`src/rtl/hwport_pkg.sv`:
```
package hwport_pkg;

    typedef enum logic {
        SLOT_UPPER = 1'b0,
        SLOT_LOWER = 1'b1
    } half_slot_e;

endpackage

```
`src/rtl/hwport_tx_deframer.sv`:
```
module hwport_tx_deframer
    import hwport_pkg::*;
#(
    parameter int HALF_W = 6
) (
    input  logic                  clk,
    input  logic                  rst_n,
    input  logic                  direct_mode,
    input  logic [HALF_W-1:0]     bus_in,
    input  logic                  sync_in,
    output logic [2*HALF_W-1:0]   word_out,
    output logic                  word_valid,
    output logic                  frame_err
);

    localparam int WORD_W = 2 * HALF_W;

    typedef struct packed {
        logic [HALF_W-1:0] upper;
        half_slot_e        slot;
        logic              locked;
        logic [WORD_W-1:0] word;
        logic              vld;
        logic              err;
    } tx_state_t;

    tx_state_t st_d, st_q;

    always_comb begin
        st_d     = st_q;
        st_d.vld = 1'b0;
        if (direct_mode) begin
            st_d.slot   = SLOT_UPPER;
            st_d.locked = 1'b0;
            st_d.word   = {bus_in, {HALF_W{1'b0}}};
            st_d.vld    = 1'b1;
        end else if (sync_in) begin
            if (st_q.slot == SLOT_LOWER) begin
                st_d.err = 1'b1;
            end
            st_d.upper  = bus_in;
            st_d.slot   = SLOT_LOWER;
            st_d.locked = 1'b1;
        end else if (st_q.slot == SLOT_LOWER) begin
            st_d.word = {st_q.upper, bus_in};
            st_d.vld  = 1'b1;
            st_d.slot = SLOT_UPPER;
        end else if (st_q.locked) begin
            st_d.err = 1'b1;
        end
    end

    always_ff @(posedge clk) begin
        if (!rst_n) begin
            st_q <= '0;
        end else begin
            st_q <= st_d;
        end
    end

    assign word_out   = st_q.word;
    assign word_valid = st_q.vld;
    assign frame_err  = st_q.err;

endmodule

```
`src/rtl/hwport_rx_framer.sv`:
```
module hwport_rx_framer #(
    parameter int HALF_W = 6
) (
    input  logic                  clk,
    input  logic                  rst_n,
    input  logic                  direct_mode,
    input  logic [2*HALF_W-1:0]   word_in,
    input  logic                  word_stb,
    output logic [HALF_W-1:0]     bus_out,
    output logic                  sync_out
);

    typedef struct packed {
        logic [HALF_W-1:0] bus;
        logic              sync;
        logic [HALF_W-1:0] lower;
        logic              pending;
    } rx_state_t;

    rx_state_t st_d, st_q;

    always_comb begin
        st_d      = st_q;
        st_d.sync = 1'b0;
        if (word_stb) begin
            st_d.bus     = word_in[2*HALF_W-1:HALF_W];
            st_d.sync    = 1'b1;
            st_d.lower   = word_in[HALF_W-1:0];
            st_d.pending = !direct_mode;
        end else if (st_q.pending) begin
            st_d.bus     = st_q.lower;
            st_d.pending = 1'b0;
        end
    end

    always_ff @(posedge clk) begin
        if (!rst_n) begin
            st_q <= '0;
        end else begin
            st_q <= st_d;
        end
    end

    assign bus_out  = st_q.bus;
    assign sync_out = st_q.sync;

endmodule

```
`src/rtl/hwport_top.sv`:
```
module hwport_top #(
    parameter int HALF_W = 6
) (
    input  logic                  clk,
    input  logic                  rst_n,
    input  logic                  direct_mode,
    input  logic [HALF_W-1:0]     tx_bus,
    input  logic                  tx_sync,
    output logic [2*HALF_W-1:0]   tx_word,
    output logic                  tx_word_valid,
    output logic                  tx_frame_err,
    input  logic [2*HALF_W-1:0]   rx_word,
    input  logic                  rx_word_stb,
    output logic [HALF_W-1:0]     rx_bus,
    output logic                  rx_sync
);

    hwport_tx_deframer #(.HALF_W(HALF_W)) u_tx (
        .clk         (clk),
        .rst_n       (rst_n),
        .direct_mode (direct_mode),
        .bus_in      (tx_bus),
        .sync_in     (tx_sync),
        .word_out    (tx_word),
        .word_valid  (tx_word_valid),
        .frame_err   (tx_frame_err)
    );

    hwport_rx_framer #(.HALF_W(HALF_W)) u_rx (
        .clk         (clk),
        .rst_n       (rst_n),
        .direct_mode (direct_mode),
        .word_in     (rx_word),
        .word_stb    (rx_word_stb),
        .bus_out     (rx_bus),
        .sync_out    (rx_sync)
    );

endmodule

```
`config.mk`:
```
export PLATFORM = sky130hd
export DESIGN_NAME = hwport_top
export DESIGN_NICKNAME = d
export VERILOG_FILES = /design/src/rtl/hwport_pkg.sv /design/src/rtl/hwport_tx_deframer.sv /design/src/rtl/hwport_rx_framer.sv /design/src/rtl/hwport_top.sv
export SDC_FILE = /design/constraint.sdc
export NUM_CORES = 1
export LEC_CHECK = 0
export ABC_AREA = 1
export BUFFER_PORTS_ARGS = -buffer_cell sky130_fd_sc_hd__buf_2
export CAP_MARGIN = 20
export CORE_ASPECT_RATIO = 1.4
export CORE_UTILIZATION = 29
export DETAILED_ROUTE_END_ITERATION = 7
export SETUP_SLACK_MARGIN = 0.15
export SLEW_MARGIN = 20
export SYNTH_ARGS = -nofsm -noshare
export SYNTH_HDL_FRONTEND = slang
export SYNTH_SLANG_ARGS = --single-unit
export TNS_END_PERCENT = 1
```
`constraint.sdc`:
```
create_clock -name clk -period 2.7 [get_ports clk]
set_input_delay 0.54 -clock clk [delete_from_list [all_inputs] [get_ports clk]]
set_output_delay 0.54 -clock clk [all_outputs]
set_load 0.005 [all_outputs]
```
## Word level (Yosys, flattened, before mapping)

Index checks and enable logic that the tools add are counted.

- Multiplexer cells: 11
- Equal/unequal tests: 3
- Reduce and logical (&&, ||, !) cells: 10
- Bitwise gates (word level): 3

Operator list:

| cell | number |
|---|---|
| $mux 13 | 3 |
| $mux 6 | 2 |
| $reduce_and 2->1 | 4 |
| $mux 7 | 1 |
| $reduce_bool 2->1 | 3 |
| $mux 1 | 5 |
| $ne 2x2->1 const B | 2 |
| $reduce_and 4->1 | 1 |
| $not 1->1 | 3 |
| $ne 2x1->1 const B | 1 |
| $reduce_or 2->1 | 1 |
| $logic_not 1->1 | 1 |

- Register bits: 36
- Output and inout bits: 21
- Bits of input ports: 23
- Logic and storage cells: 38

## Depth between registers and ports, before layout

Gate-level depths: netlist (run 1).

- Word-level depth: 3
- Gate-level depth with buffers: 6
- Depth with buffers taken out: 6

## Cells and area by module

Synthesis (run 1) repeated with hierarchy kept, for this count alone.

- Cell total of the unflattened synthesis: 214
- Area total of the unflattened synthesis: 1601.5 sq um

By module, submodules not included:

| module | times used | cells an instance | sequential area each (sq um) | area an instance (sq um) |
|---|---|---|---|---|
| hwport_tx_deframer | 1 | 132 | 440.4 | 985.9 |
| hwport_rx_framer | 1 | 82 | 280.3 | 615.6 |

## Worst setup path before layout (run 1)

OpenSTA, ideal clock, no wires.

- Path type: input-to-reg
- Start: input tx_sync
- End: register u_tx.st_q, in the netlist u_tx.word_out[0]
- Slack: 1.503 ns
- Data required time: 2.630 ns
- Stages on the path: 5
- Library setup time: 0.070 ns
- Arrival time: 1.127 ns
- Path buffers: 0
- Cell sequence: inv_1 -> ha_1 -> inv_1 -> nand2_1 -> a21oi_1

- Word-level cells in the longest chain between the ends: 2

RTL lines:

| what | line | source |
|---|---|---|
| from (decl) | hwport_top.sv:8 | `input logic tx_sync,` |
| $not 1->1 (no source line) | -- |  |
| $reduce_and 2->1 (no source line) | -- |  |
| to (signal assigned) | hwport_tx_deframer.sv:57 | `st_q <= st_d;` |
| to (decl) | hwport_tx_deframer.sv:27 | `tx_state_t st_d, st_q;` |

Every way passes these cells.
A chain may end at the register's enable or synchronous reset.

## Final worst setup path (run 1)

- Start: input rst_n
- End: register u_tx.st_q, in the netlist u_tx.word_out[4]

- Word-level cells in the longest chain between the ends: 2

RTL lines:

| what | line | source |
|---|---|---|
| from (decl) | hwport_top.sv:5 | `input logic rst_n,` |
| $not 1->1 (no source line) | -- |  |
| $reduce_or 2->1 (no source line) | -- |  |

Every way passes these cells.

==> run_results.csv, run 1 <==
group,metric,value,unit
critical_path,timing_worst_setup_path_type,"in -> reg",
timing,slew_violations,0,
hold_path,hold_path_class,"reg -> reg",
placed_design,post-place-ws,1.03,ns
timing,finalSetupViolations,0,
pwr,powerDensity,604,mW/mm^2
route,wl_per_cell,10.7,um
placed_design,portBuffers,43,
grt,grt_pass1_wl,5.58,mm
clock_network,ctsHtreeMaxLevel,2,
route,wl,3.35,mm
synthesis,synth_compound_area_frac,0.0987,
clock_network,insertion_delay,0.29,ns
grt,gr-total-overflow,0,
grt,grt_antenna_before_repair,0,
synthesis,ys_types,17,
critical_path,worstSetupEndpointType,"flop",
timing,final_hold_viol_count,0,
synthesis,syn-cell-area,0.00160,sq mm
floorplan,die_area,0.00581,sq mm
pwr,vdd_drop_max,0.219,mV
synthesis,synth-xor-area-share,0,
timing,worstMarginPinSlew,0.431,ns
grt,grt_max_degree,22,
synthesis,synth_fa_ha_area_frac,0.00784,
critical_path,worstPathCellList,"buf_2 -> inv_1 -> nor2_1 -> inv_2 -> a21oi_1",
floorplan,die_x,64.7,um
timing,min_period,1.39,ns
clock_network,cts.clk_slew.worst_paths,0.07,ns
clock_network,cts_tree,"done",
run_status,status,"finished clean",
synthesis,synth.net_count,245,
route,drc,0,
cells_and_area,insertedDiodeCount,0,
synthesis,ys_warn_count,0,
job,maxCapViolations,0,
clock_network,clockRootBuffer,"clkbuf_8",
pwr,power.total,0.00110,W
timing,setup_tns,0,ns
synthesis,synth-simple-area-share,0.257,
critical_path,arrival,1.61,ns
clock_network,cts_setup_buffers,0,
critical_path,critPathSlowestCell,"buf_2",
floorplan,core,0.00524,sq mm
floorplan,rows,31,
synthesis,ys_seq_elements,36,
grt,grt_pass1_vias,1238,
synthesis,synth_cells,221,
clock_network,clockBufferDepth,2,
placed_design,post_dp_cell_area,0.00172,sq mm
placed_design,gp_congestion,0.704,
synthesis,synth_top_area_share,0.451,
timing,relSlewSlack,0.713,
placed_design,dp.cells,306,
timing,fin_crit_sh,0.514,
cells_and_area,drive_gt1_frac,0.243,
critical_path,required,2.92,ns
timing,setup_ws,1.31,ns
synthesis,synth_top_family_by_area,"simple AND/OR/NAND/NOR gates",
timing,skew,0.00471,ns
critical_path,cp-start-kind,"primary input",
route,vias,1347,
cells_and_area,fin_cells,313,
cells_and_area,nets,271,
timing,rsz0062_at_grt,"false",
clock_network,numClockSinks,36,
floorplan,ioPinCount,44,
placed_design,hpwlAfterDp,2.44,mm
route,final_antenna_net_count,0,
route,vias_per_cell,4.30,
clock_network,ctsHoldBuffers,0,
synthesis,synth_area_leaders,"dfxtp_1, nand2_1, buf_4",
floorplan,die_y,89.8,um
cells_and_area,syn2layout_area_growth,13.7,%
clock_network,cts_buffers,5,
pwr,leakagePower,0.933,nW
critical_path,cp_slowest_stage_delay,0.36,ns
route,first_iter_violations,40,
route,dr.pass1.iters,4,
grt,gr-usage-all-layers,0.126,
cells_and_area,n_fill_cell,596,
clock_network,cts_resized,0,
critical_path,worst-path-max-fanout,21,
cells_and_area,final_cell_area,0.00182,sq mm
synthesis,yosysTopAreaCell,"dfxtp_1",
synthesis,synthMuxAreaShare,0,
synthesis,syn_avg_cell_area,7.22,sq um
timing,clock.fmax,720,MHz
synthesis,synth-seq-area-share,0.451,
floorplan,initial_core_util,0.305,
-- sequential cells by signal, summed over array words and instances, names as in the netlist --
| signal | flops |
|---|---|
| u_tx.st_q | 8 |
| u_tx.frame_err | 1 |
| u_tx.word_out | 12 |
| u_tx.word_valid | 1 |
| u_rx.bus_out | 6 |
| u_rx.st_q | 7 |
| u_rx.sync_out | 1 |
-- layout by cell type, fill, tap and decap left out, types with 2 or more instances in the layout --
cell type and n:
nand3_1 17, inv_2 2, nand2_1 57, o21ai_2 3
nor2_1 25, o21ai_0 5, dfxtp_1 36, a21oi_1 16
buf_2 43, inv_1 30, clkbuf_8 7, a21oi_2 3
-- cell families (layout without fill, tap and decap cells) --
family | after synthesis | count (layout)
compound gates | 27 | 27
simple gates | 101 | 101
buf+inv | 56 | 82
flops | 36 | 36
fa+ha+maj | 1 | 1
-- cell usage after synthesis, drive strengths merged --
library cell,n
or2,1
buf,24
o21ai,8
a21oi,19
nand2,58
ha,1
dfxtp,36
nor2,25
nand3,17
inv,32
-- through the flow --
step	utilization	hold WS (ns)
floorplan	-	0.430
global placement	0.328	0.440
detailed placement	0.328	0.445
CTS	0.347	0.456
global route	0.347	0.478
finish	0.347	0.455
-- metal layers --
layer | global-route usage | part of all wire
met5 | 0 | 0
met4 | 0.0704 | 0.028
met3 | 0.0406 | 0.054
met2 | 0.192 | 0.46
met1 | 0.152 | 0.46
-- critical path: cells and delay by family --
kind / cells / cell delay [ns]
compound gates: 1 / 0.13
buf+inv: 3 / 0.71
simple gates: 1 / 0.22
-- power breakdown --
part | switching (W) | internal, W
sequential | 0.0000107 | 0.000558
combinational | 0.0000715 | 0.0000471
clock | 0.000183 | 0.000227
total | 0.000265 | 0.000832
-- final timing paths --
kind	slack (ns)	cells past startpoint	end	startpoint
setup reg to reg	1.59	4	u_tx.word_out[4]	u_tx.st_q[15]
setup / recovery	1.31	5	u_tx.word_out[4]	rst_n
hold reg to reg	0.46	2	u_tx.st_q[21]	u_tx.st_q[21]
hold / removal	0.46	2	u_tx.st_q[21]	u_tx.st_q[21]
-- cell type report --
type                    count  area, sq um  area share
inverters                  32          120      0.0662
clock buffers               7         96.3      0.0531
multi-input cells         129          581       0.320
repair buffers             43          215       0.119
well taps                  66         82.6      0.0455
flip-flops and latches     36          721       0.397
(Power assumes the default switching activity.)
==> run 2: changes to the inputs <==
ABC_AREA = 0   (was 1)
clock period = 1.3 ns   (was 2.7 ns; I/O delays follow)
==> run 2 against run 1 <==
Flip-flop and latch count did not move. Synthesized cell count fell by 32%. Setup slack got worse by 1.0 ns. Clock power rose by 130%. Clock skew rose by 0.00076 ns. Non-clock buffer count rose by 6. Hold slack got worse by 0.22 ns. Total power rose by 120%. Core utilization rose by 1.7 points. Die area fell by 4.1%. Sequential power rose by 110%. Critical path type is now reg -> reg. Critical endpoint is now u_tx.word_out[7]. Largest cell class unchanged.
==> run_results.csv, run 2 <==
group,metric,value,unit
run_status,status,"finished clean",
clock_network,ctsHtreeMaxLevel,2,
critical_path,arrival,1.21,ns
synthesis,syn_avg_cell_area,10.1,sq um
floorplan,ioPinCount,44,
clock_network,numClockSinks,36,
floorplan,die_x,63.4,um
clock_network,cts.clk_slew.worst_paths,0.07,ns
critical_path,path_delay_family,"flip-flops",
floorplan,core,0.00495,sq mm
pwr,leakagePower,0.777,nW
synthesis,ys_seq_elements,36,
job,maxCapViolations,0,
synthesis,async_flop_share,0,
hold_path,holdPathStages,2,
cells_and_area,regArea,721,sq um
clock_network,insertion_delay,0.28,ns
cells_and_area,multi_input_area,598,sq um
synthesis,synth-edff-count,0,
synthesis,synth_top_area_share,0.471,
route,wl_per_cell,11.8,um
timing,fin_crit_sh,0.798,
route,first_iter_violations,76,
cells_and_area,insertedDiodeCount,0,
grt,gr-total-overflow,0,
grt,gr-usage-all-layers,0.115,
critical_path,required,1.47,ns
timing,relSlewSlack,0.750,
cells_and_area,layout_common_cells,"buf_2, dfxtp_1, mux2i_1",
synthesis,synth_ff_type,"dfxtp_1",
timing,setup_tns,0,ns
route,dr_wl_met3,145,um
route,met2WireLength,1.47,mm
timing,skew,0.00547,ns
clock_network,clockRootBuffer,"clkbuf_8",
route,vias,1043,
cells_and_area,drive_gt1_frac,0.322,
pwr,vdd_drop_max,0.578,mV
timing,finalSetupViolations,0,
route,dr.pass1.iters,3,
grt,grt_pass1_vias,980,
critical_path,cp.depth,4,
floorplan,die_y,87.9,um
route,final_antenna_net_count,0,
synthesis,synth_area_leaders,"dfxtp_1, mux2i_1, buf_4",
clock_network,cts_setup_buffers,0,
timing,clock.fmax,964,MHz
floorplan,rows,30,
critical_path,timing_worst_setup_path_type,"reg -> reg",
synthesis,synth_cells,151,
grt,grt_pass1_wl,4.80,mm
synthesis,syn-cell-area,0.00153,sq mm
route,routed.top_layer,"met4",
synthesis,synth-seq-area-share,0.471,
clock_network,clockBufferDepth,2,
placed_design,hpwlAfterDp,2.20,mm
clock_network,cts_resized,0,
placed_design,gp_congestion,0.638,
critical_path,critPathSlowestCell,"dfxtp_1",
critical_path,worstPathCellList,"nor2b_1 -> buf_4 -> mux2i_1 -> a21oi_1",
synthesis,synth.net_count,175,
critical_path,worst-path-max-fanout,6,
clock_network,cts_buffers,5,
critical_path,worst-path-buf-inv,1,
grt,grt_antenna_before_repair,0,
cells_and_area,n_fill_cell,536,
cells_and_area,syn2layout_area_growth,17.9,%
timing,min_period,1.04,ns
floorplan,initial_core_util,0.309,
floorplan,die_area,0.00557,sq mm
synthesis,yosysTopAreaCell,"dfxtp_1",
cells_and_area,layout_commonest_cell,"buf_2",
synthesis,synth_most_common_cell,"dfxtp_1",
grt,grt_max_degree,14,
synthesis,synth_common_cells,"dfxtp_1, mux2i_1, buf_4",
route,vias_per_cell,4.27,
critical_path,cp-start-kind,"flop",
route,wl_met1,1.20,mm
hold_path,hold_path_class,"in -> reg",
timing,rsz0062_at_grt,"false",
timing,slew_violations,0,
critical_path,worstSetupEndpointType,"flop",
synthesis,ys_warn_count,0,
clock_network,cts_tree,"done",
pwr,powerDensity,1320,mW/mm^2
route,drc,0,
timing,whs,0.236,ns
clock_network,ctsHoldBuffers,0,
timing,worstMarginPinSlew,0.375,ns
critical_path,cp_slowest_stage_delay,0.33,ns
route,wl,2.88,mm
cells_and_area,largest_reg_flops,12,
timing,final_hold_viol_count,0,
cells_and_area,nets,203,
synthesis,ys_types,18,
placed_design,portBuffers,43,
critical_path,reg2reg_depth,4,
-- run 2: worst paths after layout --
kind	startpoint	endpoint	slack (ns)
max	u_tx.st_q[15]	u_tx.word_out[7]	0.26
min	direct_mode	u_tx.word_valid	0.24
max reg2reg	u_tx.st_q[15]	u_tx.word_out[7]	0.26
min reg2reg	u_tx.st_q[14]	u_tx.st_q[14]	0.47
-- run 2: cell families (layout without fill, tap and decap cells) --
group,Yosys count,after routing,synth area share
flip-flops,36,36,0.471
buffers and inverters,31,60,0.139
multiplexers,30,30,0.196
AND/OR/NAND/NOR,27,27,0.0966
AO/OA/AOI/OAI,26,26,0.0884
adder cells (fa/ha/maj),1,1,0.00818
-- run 2: power breakdown --
group | leakage, nW | switching (W) | internal (W) | total (W)
Combinational | 0.425 | 0.000111 | 0.000129 | 0.000240
Sequential | 0.296 | 0.0000290 | 0.00116 | 0.00119
Clock | 0.0552 | 0.000377 | 0.000569 | 0.000946
Total | 0.777 | 0.000517 | 0.00186 | 0.00238
-- run 2: routing by layer --
layer	vias to the layer above	global-route usage
met3	7	0.0299
met1	465	0.124
li1	538	-
met5	-	0
met4	0	0.0620
met2	33	0.204
-- run 2: area by class of cell --
class | instances | area share
flip-flops and latches | 36 | 0.400
multi-input cells | 84 | 0.332
repair buffers | 49 | 0.158
well taps | 64 | 0.0444
clock buffers | 6 | 0.0402
clock inverters | 2 | 0.0194
inverters | 3 | 0.00625
-- run 2: through the flow --
step           power [W]  cell area, sq um  utilization  setup slack, ns  instances
2_1_floorplan    0.00139              1530            -            0.339        151
3_3_place_gp     0.00146              1690        0.342           0.0957        236
3_5_place_dp     0.00146              1690        0.342           0.0727        236
4_1_cts          0.00243              1800        0.363            0.174        244
5_1_grt          0.00251              1800        0.364            0.152        244
6_report         0.00238              1800        0.364            0.263        244
